--- config.mk ---
export PLATFORM = sky130hd
export DESIGN_NAME = adc_sdo_sequencer
export DESIGN_NICKNAME = d
export VERILOG_FILES = /design/src/rtl/sdo_seq_pkg.sv /design/src/rtl/sdo_edge_sync.sv /design/src/rtl/sdo_bit_mux.sv /design/src/rtl/sdo_frame_fsm.sv /design/src/rtl/adc_sdo_sequencer.sv
export SDC_FILE = /design/constraint.sdc
export NUM_CORES = 1
export LEC_CHECK = 0
export ABC_AREA = 1
export BUFFER_PORTS_ARGS = -buffer_cell sky130_fd_sc_hd__buf_2
export CAP_MARGIN = 15
export CORE_MARGIN = 2
export CORE_UTILIZATION = 45
export DETAILED_ROUTE_END_ITERATION = 7
export SETUP_SLACK_MARGIN = 0.4
export SLEW_MARGIN = 5
export SYNTH_ARGS = -nofsm -noshare
export SYNTH_HDL_FRONTEND = slang
export SYNTH_SLANG_ARGS = --single-unit
export TNS_END_PERCENT = 100
--- constraint.sdc ---
create_clock -name clk -period 3.6 [get_ports clk]
set_input_delay 0.54 -clock clk [delete_from_list [all_inputs] [get_ports clk]]
set_output_delay 0.54 -clock clk [all_outputs]
set_load 0.01 [all_outputs]
--- src/rtl/sdo_seq_pkg.sv ---
`timescale 1ns/1ps
package sdo_seq_pkg;

    typedef enum logic [2:0] {
        ST_IDLE  = 3'd0,
        ST_ARMED = 3'd1,
        ST_LEAD  = 3'd2,
        ST_NULL  = 3'd3,
        ST_MSB   = 3'd4,
        ST_LSB   = 3'd5,
        ST_DONE  = 3'd6
    } sdo_state_e;

endpackage

--- src/rtl/sdo_edge_sync.sv ---
`timescale 1ns/1ps
// Brings one asynchronous level into the clk domain and flags its edges.
module sdo_edge_sync #(
    parameter int   STAGES    = 2,
    parameter logic RESET_VAL = 1'b0
) (
    input  logic clk,
    input  logic rst_n,
    input  logic async_i,
    output logic level_o,
    output logic rise_o,
    output logic fall_o
);

    logic [STAGES-1:0] chain_q;
    logic              prev_q;

    generate
        if (STAGES == 1) begin : g_single
            always_ff @(posedge clk) begin
                if (!rst_n) begin
                    chain_q <= RESET_VAL;
                end else begin
                    chain_q <= async_i;
                end
            end
        end else begin : g_chain
            always_ff @(posedge clk) begin
                if (!rst_n) begin
                    chain_q <= {STAGES{RESET_VAL}};
                end else begin
                    chain_q <= {chain_q[STAGES-2:0], async_i};
                end
            end
        end
    endgenerate

    always_ff @(posedge clk) begin
        if (!rst_n) begin
            prev_q <= RESET_VAL;
        end else begin
            prev_q <= chain_q[STAGES-1];
        end
    end

    assign level_o = chain_q[STAGES-1];
    assign rise_o  = level_o & ~prev_q;
    assign fall_o  = ~level_o & prev_q;

endmodule

--- src/rtl/sdo_bit_mux.sv ---
`timescale 1ns/1ps
// Picks the bit to present from the captured word, or the null bit.
module sdo_bit_mux #(
    parameter int DATA_W = 12,
    localparam int IDX_W = $clog2(DATA_W)
) (
    input  logic [DATA_W-1:0] word_i,
    input  logic [IDX_W-1:0]  idx_i,
    input  logic              null_i,
    output logic              bit_o
);

    logic [DATA_W-1:0] onehot;

    generate
        for (genvar g = 0; g < DATA_W; g++) begin : g_dec
            assign onehot[g] = (idx_i == IDX_W'(g));
        end
    endgenerate

    always_comb begin
        if (null_i) begin
            bit_o = 1'b0;
        end else begin
            bit_o = |(word_i & onehot);
        end
    end

endmodule

--- src/rtl/sdo_frame_fsm.sv ---
`timescale 1ns/1ps
// Frame sequencer: counts falling serial-clock edges while selected.
module sdo_frame_fsm
    import sdo_seq_pkg::*;
#(
    parameter int DATA_W = 12,
    localparam int IDX_W = $clog2(DATA_W)
) (
    input  logic              clk,
    input  logic              rst_n,
    input  logic              cs_hi_i,
    input  logic              sclk_fall_i,
    input  logic              sclk_rise_i,
    input  logic [DATA_W-1:0] sample_i,
    output sdo_state_e        state_o,
    output logic [IDX_W-1:0]  idx_o,
    output logic [DATA_W-1:0] word_o,
    output logic              drive_o,
    output logic              null_o
);

    localparam logic [IDX_W-1:0] TOP_IDX = IDX_W'(DATA_W - 1);
    localparam logic [IDX_W-1:0] ONE_IDX = IDX_W'(1);

    sdo_state_e        state_q, state_d;
    logic [IDX_W-1:0]  idx_q, idx_d;
    logic [DATA_W-1:0] word_q;
    logic              capture;

    // State register, index and captured word
    always_ff @(posedge clk) begin
        if (!rst_n) begin
            state_q <= ST_IDLE;
            idx_q   <= '0;
            word_q  <= '0;
        end else begin
            state_q <= state_d;
            idx_q   <= idx_d;
            if (capture) begin
                word_q <= sample_i;
            end
        end
    end

    // Next-state logic: deselect has priority over every edge
    always_comb begin
        state_d = state_q;
        idx_d   = idx_q;
        capture = 1'b0;
        if (cs_hi_i) begin
            state_d = ST_IDLE;
            idx_d   = '0;
        end else begin
            unique case (state_q)
                ST_IDLE: begin
                    state_d = ST_ARMED;
                    idx_d   = '0;
                    capture = 1'b1;
                end
                ST_ARMED: begin
                    if (sclk_fall_i) state_d = ST_LEAD;
                end
                ST_LEAD: begin
                    if (sclk_fall_i) state_d = ST_NULL;
                end
                ST_NULL: begin
                    if (sclk_fall_i) begin
                        state_d = ST_MSB;
                        idx_d   = TOP_IDX;
                    end
                end
                ST_MSB: begin
                    if (sclk_fall_i) begin
                        if (idx_q == '0) begin
                            state_d = ST_LSB;
                            idx_d   = ONE_IDX;
                        end else begin
                            idx_d = idx_q - ONE_IDX;
                        end
                    end
                end
                ST_LSB: begin
                    if (sclk_fall_i) begin
                        if (idx_q == TOP_IDX) begin
                            state_d = ST_DONE;
                            idx_d   = '0;
                        end else begin
                            idx_d = idx_q + ONE_IDX;
                        end
                    end
                end
                ST_DONE: begin
                    state_d = ST_DONE;
                end
                default: begin
                    state_d = ST_IDLE;
                    idx_d   = '0;
                end
            endcase
        end
    end

    // Output decode
    always_comb begin
        drive_o = 1'b0;
        null_o  = 1'b0;
        unique case (state_q)
            ST_NULL: begin
                drive_o = 1'b1;
                null_o  = 1'b1;
            end
            ST_MSB, ST_LSB: begin
                drive_o = 1'b1;
            end
            default: begin
                drive_o = 1'b0;
                null_o  = 1'b0;
            end
        endcase
    end

    assign state_o = state_q;
    assign idx_o   = idx_q;
    assign word_o  = word_q;

    // deselect always lands in idle
    p_abort_idle_r10: assert property (@(posedge clk) disable iff (!rst_n)
        cs_hi_i |=> (state_q == ST_IDLE));

    // captured word frozen once a frame is open
    p_word_hold_r7: assert property (@(posedge clk) disable iff (!rst_n)
        (state_q != ST_IDLE) |=> $stable(word_q));

    // the repeat pass begins at bit 1
    p_lsb_start_r6: assert property (@(posedge clk) disable iff (!rst_n)
        (state_q == ST_MSB && idx_q == '0 && sclk_fall_i && !cs_hi_i)
        |=> (state_q == ST_LSB && idx_q == ONE_IDX));

    // with no falling edge and no deselect, the sequence does not move
    p_hold_no_edge_r3: assert property (@(posedge clk) disable iff (!rst_n)
        (!sclk_fall_i && !cs_hi_i && state_q != ST_IDLE)
        |=> ($stable(state_q) && $stable(idx_q)));

    // a rising edge alone never advances the sequence
    p_rise_ignored_r9: assert property (@(posedge clk) disable iff (!rst_n)
        (sclk_rise_i && !cs_hi_i && state_q != ST_IDLE) |=> $stable(idx_q));

    // the tail state holds until deselect
    p_done_sticky_r8: assert property (@(posedge clk) disable iff (!rst_n)
        (state_q == ST_DONE && !cs_hi_i) |=> (state_q == ST_DONE));

endmodule

--- src/rtl/adc_sdo_sequencer.sv ---
`timescale 1ns/1ps
module adc_sdo_sequencer
    import sdo_seq_pkg::*;
#(
    parameter int DATA_W      = 12,
    parameter int SYNC_STAGES = 2
) (
    input  logic              clk,
    input  logic              rst_n,
    input  logic [DATA_W-1:0] sample_i,
    input  logic              cs_n_i,
    input  logic              sclk_i,
    output logic              sdo_o,
    output logic              sdo_oe_o
);

    localparam int IDX_W = $clog2(DATA_W);

    logic              cs_hi, cs_rise, cs_fall;
    logic              sclk_lvl, sclk_rise, sclk_fall;
    sdo_state_e        state;
    logic [IDX_W-1:0]  idx;
    logic [DATA_W-1:0] word;
    logic              drive, null_bit, mux_bit;

    sdo_edge_sync #(.STAGES(SYNC_STAGES), .RESET_VAL(1'b1)) u_cs_sync (
        .clk     (clk),
        .rst_n   (rst_n),
        .async_i (cs_n_i),
        .level_o (cs_hi),
        .rise_o  (cs_rise),
        .fall_o  (cs_fall)
    );

    sdo_edge_sync #(.STAGES(SYNC_STAGES), .RESET_VAL(1'b0)) u_sclk_sync (
        .clk     (clk),
        .rst_n   (rst_n),
        .async_i (sclk_i),
        .level_o (sclk_lvl),
        .rise_o  (sclk_rise),
        .fall_o  (sclk_fall)
    );

    sdo_frame_fsm #(.DATA_W(DATA_W)) u_fsm (
        .clk         (clk),
        .rst_n       (rst_n),
        .cs_hi_i     (cs_hi),
        .sclk_fall_i (sclk_fall),
        .sclk_rise_i (sclk_rise),
        .sample_i    (sample_i),
        .state_o     (state),
        .idx_o       (idx),
        .word_o      (word),
        .drive_o     (drive),
        .null_o      (null_bit)
    );

    sdo_bit_mux #(.DATA_W(DATA_W)) u_mux (
        .word_i (word),
        .idx_i  (idx),
        .null_i (null_bit),
        .bit_o  (mux_bit)
    );

    assign sdo_oe_o = drive;
    assign sdo_o    = drive & mux_bit;

    // deselected means undriven one cycle later
    p_hiz_deselect_r1: assert property (@(posedge clk) disable iff (!rst_n)
        cs_hi |=> !sdo_oe_o);

    // a deselect edge clears any open frame
    p_rise_clears_r10: assert property (@(posedge clk) disable iff (!rst_n)
        cs_rise |=> (state == ST_IDLE && !sdo_oe_o));

    // the select edge opens a frame undriven
    p_select_hiz_r2: assert property (@(posedge clk) disable iff (!rst_n)
        cs_fall |=> (state == ST_ARMED && !sdo_oe_o));

    // second falling edge presents a driven zero
    p_null_bit_r4: assert property (@(posedge clk) disable iff (!rst_n)
        (state == ST_LEAD && sclk_fall && !cs_hi) |=> (sdo_oe_o && !sdo_o));

    // third falling edge presents the top bit of the captured word
    p_msb_lead_r5: assert property (@(posedge clk) disable iff (!rst_n)
        (state == ST_NULL && sclk_fall && !cs_hi)
        |=> (sdo_oe_o && sdo_o == word[DATA_W-1]));

    // pins hold between falling edges while selected
    p_pins_hold_r3: assert property (@(posedge clk) disable iff (!rst_n)
        (!sclk_fall && !cs_hi && state != ST_IDLE && sclk_lvl == $past(sclk_lvl))
        |=> ($stable(sdo_oe_o) && $stable(sdo_o)));

endmodule

* Word level (Yosys, flattened, before mapping) *
Index checks and enable logic that the tools add are counted.

storage, ports and cells
  bits in registers = 24
  input bits = 16
  output and inout port bits = 2
  word-level logic and storage cells = 65

operators by class
  add/subtract/negate cells = 2
  eq/ne operators = 24
  muxes and demuxes = 19
  bitwise operators = 6
  reductions and logical operators = 8

operators by type and width
  kind                                                    number
  two-way mux 3 bit                                       7
  case mux 3 bit (7 select lines)                         1
  two-way mux 4 bit                                       5
  equality test 4 x 3 -> 1 bit (second input constant)    4
  equality test 4 bit (second input constant)             4
  case mux 4 bit (4 select lines)                         1
  AND 12 bit                                              1
  OR reduction 12 bit                                     1
  inequality test 2 bit (second input constant)           5
  equality test 3 bit (second input constant)             3
  equality test 4 x 2 -> 1 bit (second input constant)    2
  AND reduction 7 bit                                     1
  equality test 3 x 2 -> 1 bit (second input constant)    2
  OR reduction 3 bit                                      2
  two-way mux 1 bit                                       5
  adder 4 x 1 -> 4 bit (second input constant)            1
  equality test 4 x 1 -> 1 bit (second input constant)    1
  zero test 4 bit                                         1
  inequality test 2 x 1 -> 1 bit (second input constant)  2
  AND reduction 4 bit                                     1
  subtractor 4 x 1 -> 4 bit (second input constant)       1
  equality test 3 x 1 -> 1 bit (second input constant)    1
  zero test 3 bit                                         1
  inverter 1 bit                                          3
  other kinds (2)                                         3

* Depth between registers and ports, before layout *
  depth in word-level cells = 5
  depth in mapped cells = 11
  mapped depth without buffers = 11

* Cells and area by module *
From an unflattened synthesis, not the netlist that was laid out.

unflattened totals
  cell total of the unflattened synthesis = 217
  area, all modules = 1397.6 µm²

by module, submodules not included
  module                       times used  cells an instance  area each (µm²)  seq. area each (µm²)
  sdo_frame_fsm                1           151                1014.7           380.4
  sdo_bit_mux                  1           39                 181.4            0.0
  sdo_edge_sync (u_sclk_sync)  1           13                 100.1            60.1
  sdo_edge_sync (u_cs_sync)    1           12                 93.8             60.1
  adc_sdo_sequencer            1           2                  7.5              0.0

* Worst setup path after synthesis *
Ideal clock, no wire load.

  kind = reg-to-output
  from = reg u_fsm.idx_q[0], in the netlist u_fsm.idx_o[0]
  to = out sdo_o
  data arrival time = 1.253 ns
  data required time = 3.060 ns
  setup slack = 1.807 ns
  cell stages (with the launch flop) = 9
  path buffers = 0
  cell sequence = dfxtp_1 -> inv_1 -> ha_1 -> nand2_1 -> nand4_1 -> nand3_1 -> nand3_1 -> nor2_1 -> nor2_1

on the way
  cells in the longest elaborated chain, start to end = 5
  elaborated cells between the ends (all ways) = 16
  those cells by class = eq/ne (11); mux (1); bitwise (2); reduce/logical (2)

ends and longest elaborated chain
  what                                                  line                     RTL
  from (decl)                                           sdo_frame_fsm.sv:26      logic [IDX_W-1:0] idx_q, idx_d;
  from (signal assigned)                                sdo_frame_fsm.sv:38      idx_q <= idx_d;
  equality test 4 x 1 -> 1 bit (tied with other cells)  sdo_bit_mux.sv:17        assign onehot[g] = (idx_i == IDX_W'(g));
  AND 12 bit (*)                                        sdo_bit_mux.sv:25        bit_o = |(word_i & onehot);
  OR reduction 12 bit (*)                               sdo_bit_mux.sv:25
  two-way mux 1 bit (*)                                 sdo_bit_mux.sv:22        if (null_i) begin
  AND 1 bit (*)                                         adc_sdo_sequencer.sv:66  assign sdo_o = drive & mux_bit;
  to (decl)                                             adc_sdo_sequencer.sv:13  output logic sdo_o,

Mark *: on every way between the ends. The rest lies on a longest branch, timed or not.

* Worst setup path after layout *
Ends and elaborated chain as after synthesis.

==> results.toml <==
[yosys]
syn_area_mm2 = 0.001390
ys_warn_count = 0
ys_seq_elements = 24
syn_area_per_cell_um2 = 7.129
synth.distinct_cells = 25
synthCells = 195
postSynthNetCount = 222
seq_area_frac_synth_pct = 34.56

[route]
via_per_inst = 4.947
highest_layer = "met4"
firstDrtPassIters = 4
wirelength_um = 2731
postRouteAntennaNets = 0
initialDrtViolationCount = 48
drt-met1-wl_um = 1306
met2WireLength_um = 1307
drc = 0
wl_met3_um = 94
route.detailed.wl_per_inst_um = 11.15
via_count = 1212

[floorplanning]
initial_utilization_pct = 46.29
num_io_pins = 18
die_h_um = 59.58
die_area_mm2 = 0.003550
rows = 20
die_w_um = 59.58
core_mm2 = 0.003003

[setup_path]
endpoint_kind = "output pin"
path_max_fanout = 9
regToRegSetupSlack_ps = 1970
reg2reg_depth = 9
path_class = "flip-flop to output pin"
cp.arrival_ps = 1960
path_buf_inv = 2
cp-start-kind = "flip-flop"
crit_required_ps = 3060
slowest_delay_ps = 520
worstReg2RegEnd = "u_fsm.idx_o[1]$_SDFFE_PP0P_"
critPathTopFamily = "simple AND/OR/NAND/NOR gates"
path_cells = "inv_1, ha_1, nand2_1, nand4_1, nand3_1, nand3_1, nor2_1, nor2_1, buf_2"
path_depth = 9
crit_path_start = "u_fsm.idx_o[0]$_SDFFE_PP0P_"
cp_slowest_cell = "dfxtp_1"
crit_end = "sdo_o"
worstReg2RegStart = "u_fsm.idx_o[0]$_SDFFE_PP0P_"

[clocking]
cts_setup_buffers = 0
clock-root-buffer = "clkbuf_4"
clkSinkCount = 24
htreeDepth = 1
clock_path_buffers = 2
cts_tree = "built"
cts_buffers = 3
cts_resized = 0
cts_hold_repair.buffers = 0
clock_latency_ps = 310
path_clk_slew_ps = 130

[final_layout]
final_cell_mix = "nand2_1 (39), nor2_1 (31), dfxtp_1 (24)"
area_growth_pct = 9.631
drive_above_1_share_pct = 20.28
fin_area_mm2 = 0.001524
diodes = 0
final_common_cell = "nand2_1"
nets = 240

[timing]
max_freq_mhz = 400.7
setup_viol = 0
min_period_ps = 2496
rsz0062_at_grt = "false"
worst_pin_slew_ps = 571.9
slew_violations = 0
slew_headroom_pct = 61.82
skew_ps = 1.642
finalHoldViolCount = 0
fin_crit_sh_pct = 69.33
tns_ps = 0
hold_slack_ps = 398.2

[place]
placed_cell_area_mm2 = 0.001488
io_buffers = 17
gp_congestion = 0.8237
dpl.hpwl_um = 2160

[power_and_ir_drop]
ir_drop_mv = 0.1949
pwr_density_cell_mw_per_mm2 = 300.8
p_leak_nw = 0.7795

[grt]
overflow = 0
grt_max_degree = 17
grt_pass1_vias = 1111
antenna_found_initial = 0
grt_usage_pct = 16.93
grt_pass1_wl_um = 4623

[run_status]
outcome = "finished, final reports clean"

[hold_path]
min_path_type = "primary input to flip-flop"

[run]
cap_violations = 0
per-stage QoR:
stage	worst slack, ps	utilization [%]	cells	total power [mW]
floorplan	1807	-	195	0.3077
global placement	1560	49.54	241	0.3214
detailed placement	1483	49.54	241	0.3225
CTS	1123	50.75	245	0.4633
global route	985.5	50.75	245	0.4795
finish	1104	50.75	245	0.4584
cell usage after synthesis:
library cell  instances  area (um2)
inv_2                 4       15.01
nor2_1               31       116.4
xnor2_1               1       8.760
or2_2                 2       12.51
nor3_1                1       5.000
clkinv_4              1       8.760
nor2_4                1       11.26
nand2_2               5       31.28
o21ai_2               1       8.760
buf_2                 2       10.01
clkbuf_1              1       3.750
o21ai_1               2       10.01
nand2_1              39       146.4
nand4_1               5       31.28
nand2_4               1       11.26
nand3_1               9       45.04
nor2_2                4       25.02
dfxtp_1              24       480.5
inv_1                20       75.07
buf_6                 2       22.52
nor2_8                2       40.04
ha_1                 11       137.6
o21ai_0              16       80.08
o2111ai_1             1       8.760
a21oi_1               9       45.04
sequential cells by signal, indices dropped and copies added (netlist names):
register and flops:
u_fsm.idx_o 4, u_sclk_sync.chain_q 2, u_cs_sync.chain_q 2, u_sclk_sync.prev_q 1
u_fsm.word_o 12, u_fsm.state_o 3
routing by layer:
layer | up-vias | GRT usage [%]
li1 | 650 | -
met5 | - | 0
met3 | 4 | 2.620
met4 | 0 | 4.762
met1 | 537 | 21.93
met2 | 21 | 29.04
worst reg2reg max path: cells and delay by family (launching register included):
kind / cells / cell delay [ps]
flip-flops: 1 / 520
adder cells (fa/ha/maj): 1 / 290
buffers and inverters: 2 / 240
AND/OR/NAND/NOR: 4 / 300
AO/OA/AOI/OAI: 2 / 210
layout make-up:
cell class,count,area [um2]
Timing Repair Buffer,18,92.59
Multi-Input combinational cell,141,774.5
Tap cell,33,41.29
Inverter,25,98.84
Clock buffer,4,36.28
Sequential cell,24,480.5
Fill cell,311,1479
report_power, final:
| part | total [mW] | leakage (nW) | internal (mW) | switching, mW |
|---|---|---|---|---|
| logic | 0.0353 | 0.562 | 0.0154 | 0.0199 |
| registers | 0.281 | 0.196 | 0.276 | 0.00519 |
| clock network | 0.142 | 0.0210 | 0.0618 | 0.0802 |
worst min path at each step:
stage,start,to,slack (ps),depth (start not counted)
CTS,sclk_i,u_sclk_sync.chain_q[0]$_SDFF_PN0_,390,3
global placement,u_sclk_sync.chain_q[0]$_SDFF_PN0_,u_sclk_sync.chain_q[1]$_SDFF_PN0_,390,2
global route,sclk_i,u_sclk_sync.chain_q[0]$_SDFF_PN0_,390,3
floorplan,u_sclk_sync.chain_q[0]$_SDFF_PN0_,u_sclk_sync.chain_q[1]$_SDFF_PN0_,390,2
detailed placement,u_cs_sync.chain_q[0]$_SDFF_PN1_,u_cs_sync.chain_q[1]$_SDFF_PN1_,410,1
finish,sclk_i,u_sclk_sync.chain_q[0]$_SDFF_PN0_,400,3
cell families (layout without fill, tap and decap cells):
kind of cell	count (synthesis)	in the layout	share of synthesized area (%)
flops	24	24	34.56
buf+inv	30	47	9.720
simple gates	100	100	34.20
compound gates	29	29	10.98
fa+ha+maj	11	11	9.901
xor+xnor	1	1	0.6302
Note: power is estimated with default switching activity, not from simulation.
